`config.mk`:
```
export PLATFORM = sky130hd
export DESIGN_NAME = alarm_unit
export DESIGN_NICKNAME = d
export VERILOG_FILES = /design/src/rtl/alarm_pkg.sv /design/src/rtl/alarm_decode.sv /design/src/rtl/alarm_channel.sv /design/src/rtl/alarm_irq.sv /design/src/rtl/alarm_unit.sv
export SDC_FILE = /design/constraint.sdc
export NUM_CORES = 1
export LEC_CHECK = 0
export ABC_AREA = 1
export BUFFER_PORTS_ARGS = -buffer_cell sky130_fd_sc_hd__buf_4
export CAP_MARGIN = 15
export CORE_UTILIZATION = 49
export DETAILED_ROUTE_END_ITERATION = 8
export PLACE_DENSITY = 0.66
export SYNTH_ARGS = -nofsm -noshare
export SYNTH_HDL_FRONTEND = slang
export SYNTH_SLANG_ARGS = --single-unit
```
`constraint.sdc`:
```
create_clock -name clk -period 3.85 [get_ports clk]
set_clock_uncertainty 0.1 [all_clocks]
set_input_delay 1.155 -clock clk [delete_from_list [all_inputs] [get_ports clk]]
set_output_delay 1.155 -clock clk [all_outputs]
set_load 0.05 [all_outputs]
```
`src/rtl/alarm_pkg.sv`:
```
package alarm_pkg;
    localparam int OFS_TARGET = 'h10;
    localparam int OFS_ARMED  = 'h20;
    localparam int OFS_RAW    = 'h3C;
    localparam int OFS_EN     = 'h40;
    localparam int OFS_FORCE  = 'h44;
    localparam int OFS_STAT   = 'h48;

    typedef enum logic {
        CH_IDLE  = 1'b0,
        CH_ARMED = 1'b1
    } ch_state_t;
endpackage

```
`src/rtl/alarm_decode.sv`:
```
module alarm_decode
    import alarm_pkg::*;
#(
    parameter int NUM_CH = 4,
    parameter int AW     = 8,
    parameter int DW     = 32
) (
    input  logic              psel,
    input  logic              penable,
    input  logic              pwrite,
    input  logic [AW-1:0]     paddr,
    input  logic [DW-1:0]     pwdata,
    input  logic              lock,
    output logic [NUM_CH-1:0] wr_target,
    output logic [NUM_CH-1:0] cancel_mask,
    output logic [NUM_CH-1:0] clear_mask,
    output logic              wr_en,
    output logic              wr_force
);
    logic wr_cyc;
    logic open_wr;

    assign wr_cyc  = psel & penable & pwrite;
    assign open_wr = wr_cyc & ~lock;

    for (genvar i = 0; i < NUM_CH; i++) begin : g_tgt
        assign wr_target[i] = open_wr && (paddr == AW'(OFS_TARGET + 4 * i));
    end

    assign cancel_mask = (open_wr && paddr == AW'(OFS_ARMED)) ? pwdata[NUM_CH-1:0] : '0;
    assign clear_mask  = (open_wr && paddr == AW'(OFS_RAW))   ? pwdata[NUM_CH-1:0] : '0;
    assign wr_en       = wr_cyc && (paddr == AW'(OFS_EN));
    assign wr_force    = wr_cyc && (paddr == AW'(OFS_FORCE));
endmodule

```
`src/rtl/alarm_channel.sv`:
```
module alarm_channel
    import alarm_pkg::*;
#(
    parameter int DW = 32
) (
    input  logic          clk,
    input  logic          rst_n,
    input  logic          wr_target,
    input  logic [DW-1:0] wr_data,
    input  logic          cancel,
    input  logic [DW-1:0] time_lo,
    output logic          armed,
    output logic [DW-1:0] target,
    output logic          fire
);
    ch_state_t state, state_nx;
    logic      match;

    assign match = (target == time_lo);

    always_ff @(posedge clk or negedge rst_n) begin
        if (!rst_n) state <= CH_IDLE;
        else        state <= state_nx;
    end

    always_ff @(posedge clk or negedge rst_n) begin
        if (!rst_n)         target <= '0;
        else if (wr_target) target <= wr_data;
    end

    always_comb begin
        state_nx = state;
        unique case (state)
            CH_IDLE:  if (wr_target) state_nx = CH_ARMED;
            CH_ARMED: begin
                if (wr_target)           state_nx = CH_ARMED;
                else if (cancel || match) state_nx = CH_IDLE;
                else                      state_nx = CH_ARMED;
            end
            default:  state_nx = CH_IDLE;
        endcase
    end

    always_comb begin
        armed = (state == CH_ARMED);
        fire  = (state == CH_ARMED) && match && !wr_target && !cancel;
    end

    AST_WRITE_ARMS: assert property (@(posedge clk) disable iff (!rst_n)
        wr_target |=> armed);
    AST_WRITE_LOADS: assert property (@(posedge clk) disable iff (!rst_n)
        wr_target |=> target == $past(wr_data));
    AST_MATCH_DISARMS: assert property (@(posedge clk) disable iff (!rst_n)
        (armed && target == time_lo && !wr_target) |=> !armed);
    AST_CANCEL_NO_FIRE: assert property (@(posedge clk) disable iff (!rst_n)
        (cancel && !wr_target) |-> !fire);
endmodule

```
`src/rtl/alarm_irq.sv`:
```
module alarm_irq #(
    parameter int NUM_CH = 4
) (
    input  logic              clk,
    input  logic              rst_n,
    input  logic [NUM_CH-1:0] fire,
    input  logic [NUM_CH-1:0] clear_mask,
    input  logic              wr_en,
    input  logic              wr_force,
    input  logic [NUM_CH-1:0] wdata,
    output logic [NUM_CH-1:0] raw,
    output logic [NUM_CH-1:0] enable,
    output logic [NUM_CH-1:0] force_bits,
    output logic [NUM_CH-1:0] status
);
    always_ff @(posedge clk or negedge rst_n) begin
        if (!rst_n) begin
            raw        <= '0;
            enable     <= '0;
            force_bits <= '0;
        end else begin
            raw <= (raw & ~clear_mask) | fire;
            if (wr_en)    enable     <= wdata;
            if (wr_force) force_bits <= wdata;
        end
    end

    assign status = (raw & enable) | force_bits;

    for (genvar i = 0; i < NUM_CH; i++) begin : g_chk
        AST_FIRE_SETS_RAW: assert property (@(posedge clk) disable iff (!rst_n)
            fire[i] |=> raw[i]);
        AST_CLEAR_DROPS: assert property (@(posedge clk) disable iff (!rst_n)
            (clear_mask[i] && !fire[i]) |=> !raw[i]);
        AST_RAW_HOLDS: assert property (@(posedge clk) disable iff (!rst_n)
            (!clear_mask[i] && raw[i]) |=> raw[i]);
    end
endmodule

```
`src/rtl/alarm_unit.sv`:
```
module alarm_unit
    import alarm_pkg::*;
#(
    parameter int NUM_CH = 4,
    parameter int AW     = 8,
    parameter int DW     = 32
) (
    input  logic              clk,
    input  logic              rst_n,
    input  logic              psel,
    input  logic              penable,
    input  logic              pwrite,
    input  logic [AW-1:0]     paddr,
    input  logic [DW-1:0]     pwdata,
    output logic [DW-1:0]     prdata,
    output logic              pready,
    input  logic [DW-1:0]     time_lo,
    input  logic              lock,
    output logic [NUM_CH-1:0] irq
);
    logic [NUM_CH-1:0] wr_target, cancel_mask, clear_mask;
    logic              wr_en, wr_force;
    logic [NUM_CH-1:0] armed, fire, raw, enable, force_bits, status;
    logic [DW-1:0]     target [NUM_CH];
    logic [DW-1:0]     rd_mux;

    alarm_decode #(.NUM_CH(NUM_CH), .AW(AW), .DW(DW)) u_dec (
        .psel(psel), .penable(penable), .pwrite(pwrite), .paddr(paddr),
        .pwdata(pwdata), .lock(lock), .wr_target(wr_target),
        .cancel_mask(cancel_mask), .clear_mask(clear_mask),
        .wr_en(wr_en), .wr_force(wr_force)
    );

    for (genvar i = 0; i < NUM_CH; i++) begin : g_ch
        alarm_channel #(.DW(DW)) u_ch (
            .clk(clk), .rst_n(rst_n), .wr_target(wr_target[i]),
            .wr_data(pwdata), .cancel(cancel_mask[i]), .time_lo(time_lo),
            .armed(armed[i]), .target(target[i]), .fire(fire[i])
        );
    end

    alarm_irq #(.NUM_CH(NUM_CH)) u_irq (
        .clk(clk), .rst_n(rst_n), .fire(fire), .clear_mask(clear_mask),
        .wr_en(wr_en), .wr_force(wr_force), .wdata(pwdata[NUM_CH-1:0]),
        .raw(raw), .enable(enable), .force_bits(force_bits), .status(status)
    );

    always_comb begin
        rd_mux = '0;
        for (int i = 0; i < NUM_CH; i++)
            if (paddr == AW'(OFS_TARGET + 4 * i)) rd_mux = target[i];
        unique case (paddr)
            AW'(OFS_ARMED): rd_mux = DW'(armed);
            AW'(OFS_RAW):   rd_mux = DW'(raw);
            AW'(OFS_EN):    rd_mux = DW'(enable);
            AW'(OFS_FORCE): rd_mux = DW'(force_bits);
            AW'(OFS_STAT):  rd_mux = DW'(status);
            default: ;
        endcase
    end

    assign prdata = (psel && !pwrite) ? rd_mux : '0;
    assign pready = 1'b1;
    assign irq    = status;

    AST_LOCK_NO_ARM: assert property (@(posedge clk) disable iff (!rst_n)
        lock |=> !$rose(armed[0]));
    AST_LOCK_KEEPS_RAW: assert property (@(posedge clk) disable iff (!rst_n)
        (lock && raw[0]) |=> raw[0]);
    AST_IRQ_MATCHES_REGS: assert property (@(posedge clk) disable iff (!rst_n)
        irq == ((raw & enable) | force_bits));
endmodule

```
Yosys cells after proc, flatten, opt, wreduce, memory -nomap -nowiden. Index checks and enable logic that the tools add are counted. Widths: inputs -> output; s select.

Equality and inequality tests: 13. Multiplexer cells: 24. Bitwise gates (word level): 13. Reductions and logical operators: 34.

Operator list (count): $mux 32 (5); $pmux 32 s5 (1); $eq 32x32->1 (4); $eq 8x5->1 const B (4); $eq 8x7->1 const B (3); $logic_and 1x1->1 (21); $eq 8x6->1 const B (2); $mux 1 (12); $logic_not 1->1 (9); $and 4x4->4 (2); $mux 4 (2); $or 4x4->4 (2); $pmux 1 s2 (4); $not 1->1 (5); $logic_or 1x1->1 (4); $not 4->4 (1); $and 1x1->1 (3).

Bits in registers: 144. Input bits: 78. Output and inout port bits: 37. Word-level logic and storage cells: 95.

Depth between registers and ports, before layout.
Depth in word-level cells: 9. Depth in mapped cells: 12. Gate-level depth less buffers: 11.

Modules after synthesis. A second synthesis with hierarchy kept.

Cells, all modules: 1401. Area, all modules: 9648.0 um^2.

By module, submodules not included: alarm_channel (instances 4, cells each 233, area each 1784.2 um^2, seq. area each 825.8 um^2); alarm_unit (instances 1, cells each 353, area each 1756.7 um^2, seq. area each 0.0 um^2); alarm_irq (instances 1, cells each 66, area each 503.0 um^2, seq. area each 300.3 um^2); alarm_decode (instances 1, cells each 50, area each 251.5 um^2, seq. area each 0.0 um^2).

Least setup slack after synthesis. Ideal clock, no wire load.

Path type: input -> output. Start: input paddr[1]. End: output prdata[14]. Arrival: 2.785 ns. Data required time: 2.595 ns. Path slack: -0.190 ns. Cell stages on the path: 9. Buffers on the path: 2. Cells stage by stage: nor2_1 nand2_1 inv_1 buf_4 clkbuf_1 nand3_1 nand2_1 o22ai_1 nor2_1.

Longest elaborated chain between the ends: 7. Elaborated cells between the ends (all ways): 15. Classes of those cells: eq/ne (9); mux (6).

RTL lines: start: declaration (RTL line alarm_unit.sv:13) `input logic [AW-1:0] paddr,`; $eq 8x5->1 (RTL line alarm_unit.sv:51) `if (paddr == AW'(OFS_TARGET + 4 * i)) rd_mux = target[i];`; $mux 32 (4 in series) (RTL line alarm_unit.sv:51); $pmux 32 s5 (*) (RTL line alarm_unit.sv:52) `unique case (paddr)`; $mux 32 (*) (RTL line alarm_unit.sv:62) `assign prdata = (psel && !pwrite) ? rd_mux : '0;`; end: declaration (RTL line alarm_unit.sv:15) `output logic [DW-1:0] prdata,`.

Every way passes the cells marked *; elsewhere a longest branch is shown, timed or not.

Worst setup path after layout.
Start: input paddr[7]. End: output prdata[22].

Same word-level chain as after synthesis.

==> flow_summary.yaml <==
run_status:
  status: "finished, final reports clean"
worst_setup_path:
  reg2reg_slack_ns: 2.20
  startpoint_type: "primary input"
  worst_setup_path_end_kind: "output pin"
  path_class: "in -> out"
  critical_path_arrival_ns: 2.55
  critPathMaxFanout: 28
  cp.required_ns: 2.59
clocking:
  tritoncts: "yes"
  clockRootBuffer: "clkbuf_16"
  path_clk_slew_ns: 0.07
  numCtsBuffers: 17
  cts_hold_buf: 0
  clk_latency_ns: 0.44
  cts_htree_levels: 4
  max-clock-path-buffers: 2
  cts_sinks: 144
yosys:
  synth-compound-area-share_pct: 12.0
  netlist.area_leader.share_pct: 40.6
  syn_area_per_cell_um2: 6.91
  synthMuxAreaShare_pct: 0
  postSynthCellCount: 1285
  synthArstFlopShare_pct: 100
  synth_area_leaders: "dfrtp_1 41%, nand2_1 19%, xnor2_1 8.1%"
  yosysSeqAreaShare_pct: 40.6
  syn_area_mm2: 0.00888
  synth_nets: 1363
  synth_ff_type: "dfrtp_1"
  yosys.area_share.simple_pct: 30.2
  yosysWarnings: 0
  synth.distinct_cells: 23
  synth_edf_count: 0
  synth_most_common_cell: "nand2_1"
  yosys.area.top_type: "dfrtp_1"
  yosys.area_share.xor_xnor_pct: 8.08
  synth_commonest_cells: "440 x nand2_1, 144 x dfrtp_1, 122 x inv_1, 114 x o21ai_0, 107 x nor2_1"
  ys_ff_latch: 144
  synth_adder_area_share_pct: 0
  synth_top_family_by_area: "simple AND/OR/NAND/NOR gates"
power:
  internal-power_mw: 2.66
  ir_worst_vdd_v: 0.000277
  power_frac_clock_pct: 47.8
  seq_power_share_pct: 41.9
  power.density_mw_per_mm2: 336
  power_switching_mw: 1.02
  p_leak_nw: 5.49
  combPwrFrac_pct: 10.3
  p_sw_share_pct: 27.7
floorplanning:
  rows: 48
  dieArea_mm2: 0.0187
  ios: 115
  coreArea_mm2: 0.0175
  start_util_pct: 50.8
  die_w_um: 137
  die_h_um: 137
cells_and_area:
  multiInputGateArea_mm2: 0.00459
  regArea_mm2: 0.00360
  fillers: 1624
  num-nets-final: 1462
  antennaDiodeCount: 0
  drive_gt1_share_pct: 18.1
  syn2layout_area_growth_pct: 23.5
routing:
  drcViolationCount: 0
  routed_wl_mm: 28.1
  viasPerCell: 5.34
  vias: 8660
  ant_nets: 0
  drt_pass1_iterations: 6
  wire_per_inst_um: 17.3
  first_iter_violations: 661
global_routing:
  grt_pass1_vias: 7923
  grt_max_degree: 54
  grt_usage_pct: 30.9
  gr-usage-met1_pct: 42.7
  top_usage_layer: "met2"
  grt_pass1_wl_mm: 42.7
  overflow: 0
  grt_use_met2_pct: 48.6
  antenna_found_initial: 0
  grtUsageMet3_pct: 5.81
placement:
  dp_hpwl_mm: 19.1
  gp_congestion: 0.868
  portBuffers: 113
  place_worst_setup_slack_ns: 0.00240
worst_hold_path:
  hp-class: "reg -> reg"
sta:
  clock.fmax_mhz: 262
  slew_headroom_pct: 41.7
  fin_ws_ns: 0.0403
  setup_viol: 0
  finalHoldViolCount: 0
  maxSlewViolCount: 0
  period_needed_ns: 3.81
  grt_setup_unrepaired: "true"
  tns_ns: 0
  tightest_slew_ns: 0.873
  whs_ns: 0.414
  period_share_pct: 99.0
run:
  drv_cap: 0
==> cell families (layout without fill, tap and decap cells) <==
| group | after synthesis | count (layout) |
|---|---|---|
| other | 1 | 1 |
| XOR/XNOR | 82 | 82 |
| AO/OA/AOI/OAI | 196 | 196 |
| AND/OR/NAND/NOR | 664 | 664 |
| flip-flops | 144 | 144 |
| buffers and inverters | 198 | 310 |
==> placed cells by master (no fill, tap or decap), types with 4 or more instances in the layout <==
| cell type | n |
|---|---|
| dfrtp_1 | 144 |
| inv_2 | 7 |
| clkbuf_16 | 20 |
| o21ai_1 | 51 |
| nand3_1 | 102 |
| o21ai_2 | 10 |
| nor2_2 | 39 |
| buf_4 | 115 |
| nor2_4 | 5 |
| buf_6 | 19 |
| o22ai_1 | 23 |
| nor2_1 | 72 |
| o21ai_0 | 104 |
| inv_1 | 121 |
| xnor2_1 | 82 |
| nand2_1 | 437 |
| nand2_2 | 5 |
| buf_12 | 10 |
| inv_8 | 5 |
| o22ai_2 | 4 |
| inv_6 | 6 |
==> power by group through the flow <==
| stage | sequential, mW | clock (mW) | combinational [mW] |
|---|---|---|---|
| floorplan | 1.57 | 0 | 0.180 |
| global placement | 1.57 | 0 | 0.361 |
| detailed placement | 1.57 | 0 | 0.364 |
| CTS | 1.54 | 1.77 | 0.366 |
| global route | 1.54 | 1.84 | 0.413 |
| finish | 1.54 | 1.76 | 0.380 |
==> worst paths after layout <==
check | from | cells after the start | end
worst max-delay path | paddr[7] | 10 | prdata[22]
worst min-delay path | g_ch[3].u_ch.target[29] | 2 | g_ch[3].u_ch.target[29]
min in group asynchronous | rst_n | 1 | g_ch[2].u_ch.target[29]
worst max register to register | g_ch[2].u_ch.target[18] | 8 | g_ch[2].u_ch.armed
worst min register to register | g_ch[3].u_ch.target[29] | 2 | g_ch[3].u_ch.target[29]
max in group asynchronous | rst_n | 2 | g_ch[1].u_ch.target[5]
==> what timing repair did <==
| item | in CTS | in global routing |
|---|---|---|
| resized for setup | 3 | 40 |
| setup buffers | 0 | 3 |
| gates cloned | 0 | 3 |
| endpoints found under the setup margin | 2 | 32 |
| pin swaps | 0 | 4 |
==> worst max-delay path, cell delays in order <==
cell     delay (ns)
buf_4          0.11
inv_1          0.06
nand2_1        0.10
nor2_4         0.14
buf_12         0.16
nand2_2        0.11
buf_12         0.18
o22ai_1        0.26
nor2_2         0.05
buf_4          0.20
==> metal layers <==
layer  share of wire [%]  vias to the layer above  routed length (um)
met1                  45                     4027               12600
met4                 1.7                        0                 489
li1                    -                     4241                   -
met3                 7.8                       39                2200
met5                   0                        -                   0
met2                  46                      353               12800
==> stage by stage <==
step,utilization (%),area [um2],total power [mW],std cells
CTS,61.5,10700,3.68,1616
detailed placement,57.9,10100,1.93,1584
finish,62.8,11000,3.68,1622
global placement,57.9,10100,1.93,1584
global route,62.8,11000,3.80,1622
floorplan,-,8960,1.75,1285
==> registers in the layout, summed over array words and instances, names as in the netlist <==
signal	cells
g_ch.u_ch.armed	4
g_ch.u_ch.target	128
u_irq.enable	4
u_irq.force_bits	4
u_irq.raw	4
==> area by class of cell <==
type	count	area share, %
well taps	225	2.57
flip-flops and latches	144	32.9
inverters	129	4.44
clock buffers	17	3.88
clock inverters	15	1.69
multi-input cells	943	41.9
repair buffers	149	12.7
Note: power is estimated with default switching activity, not from simulation.
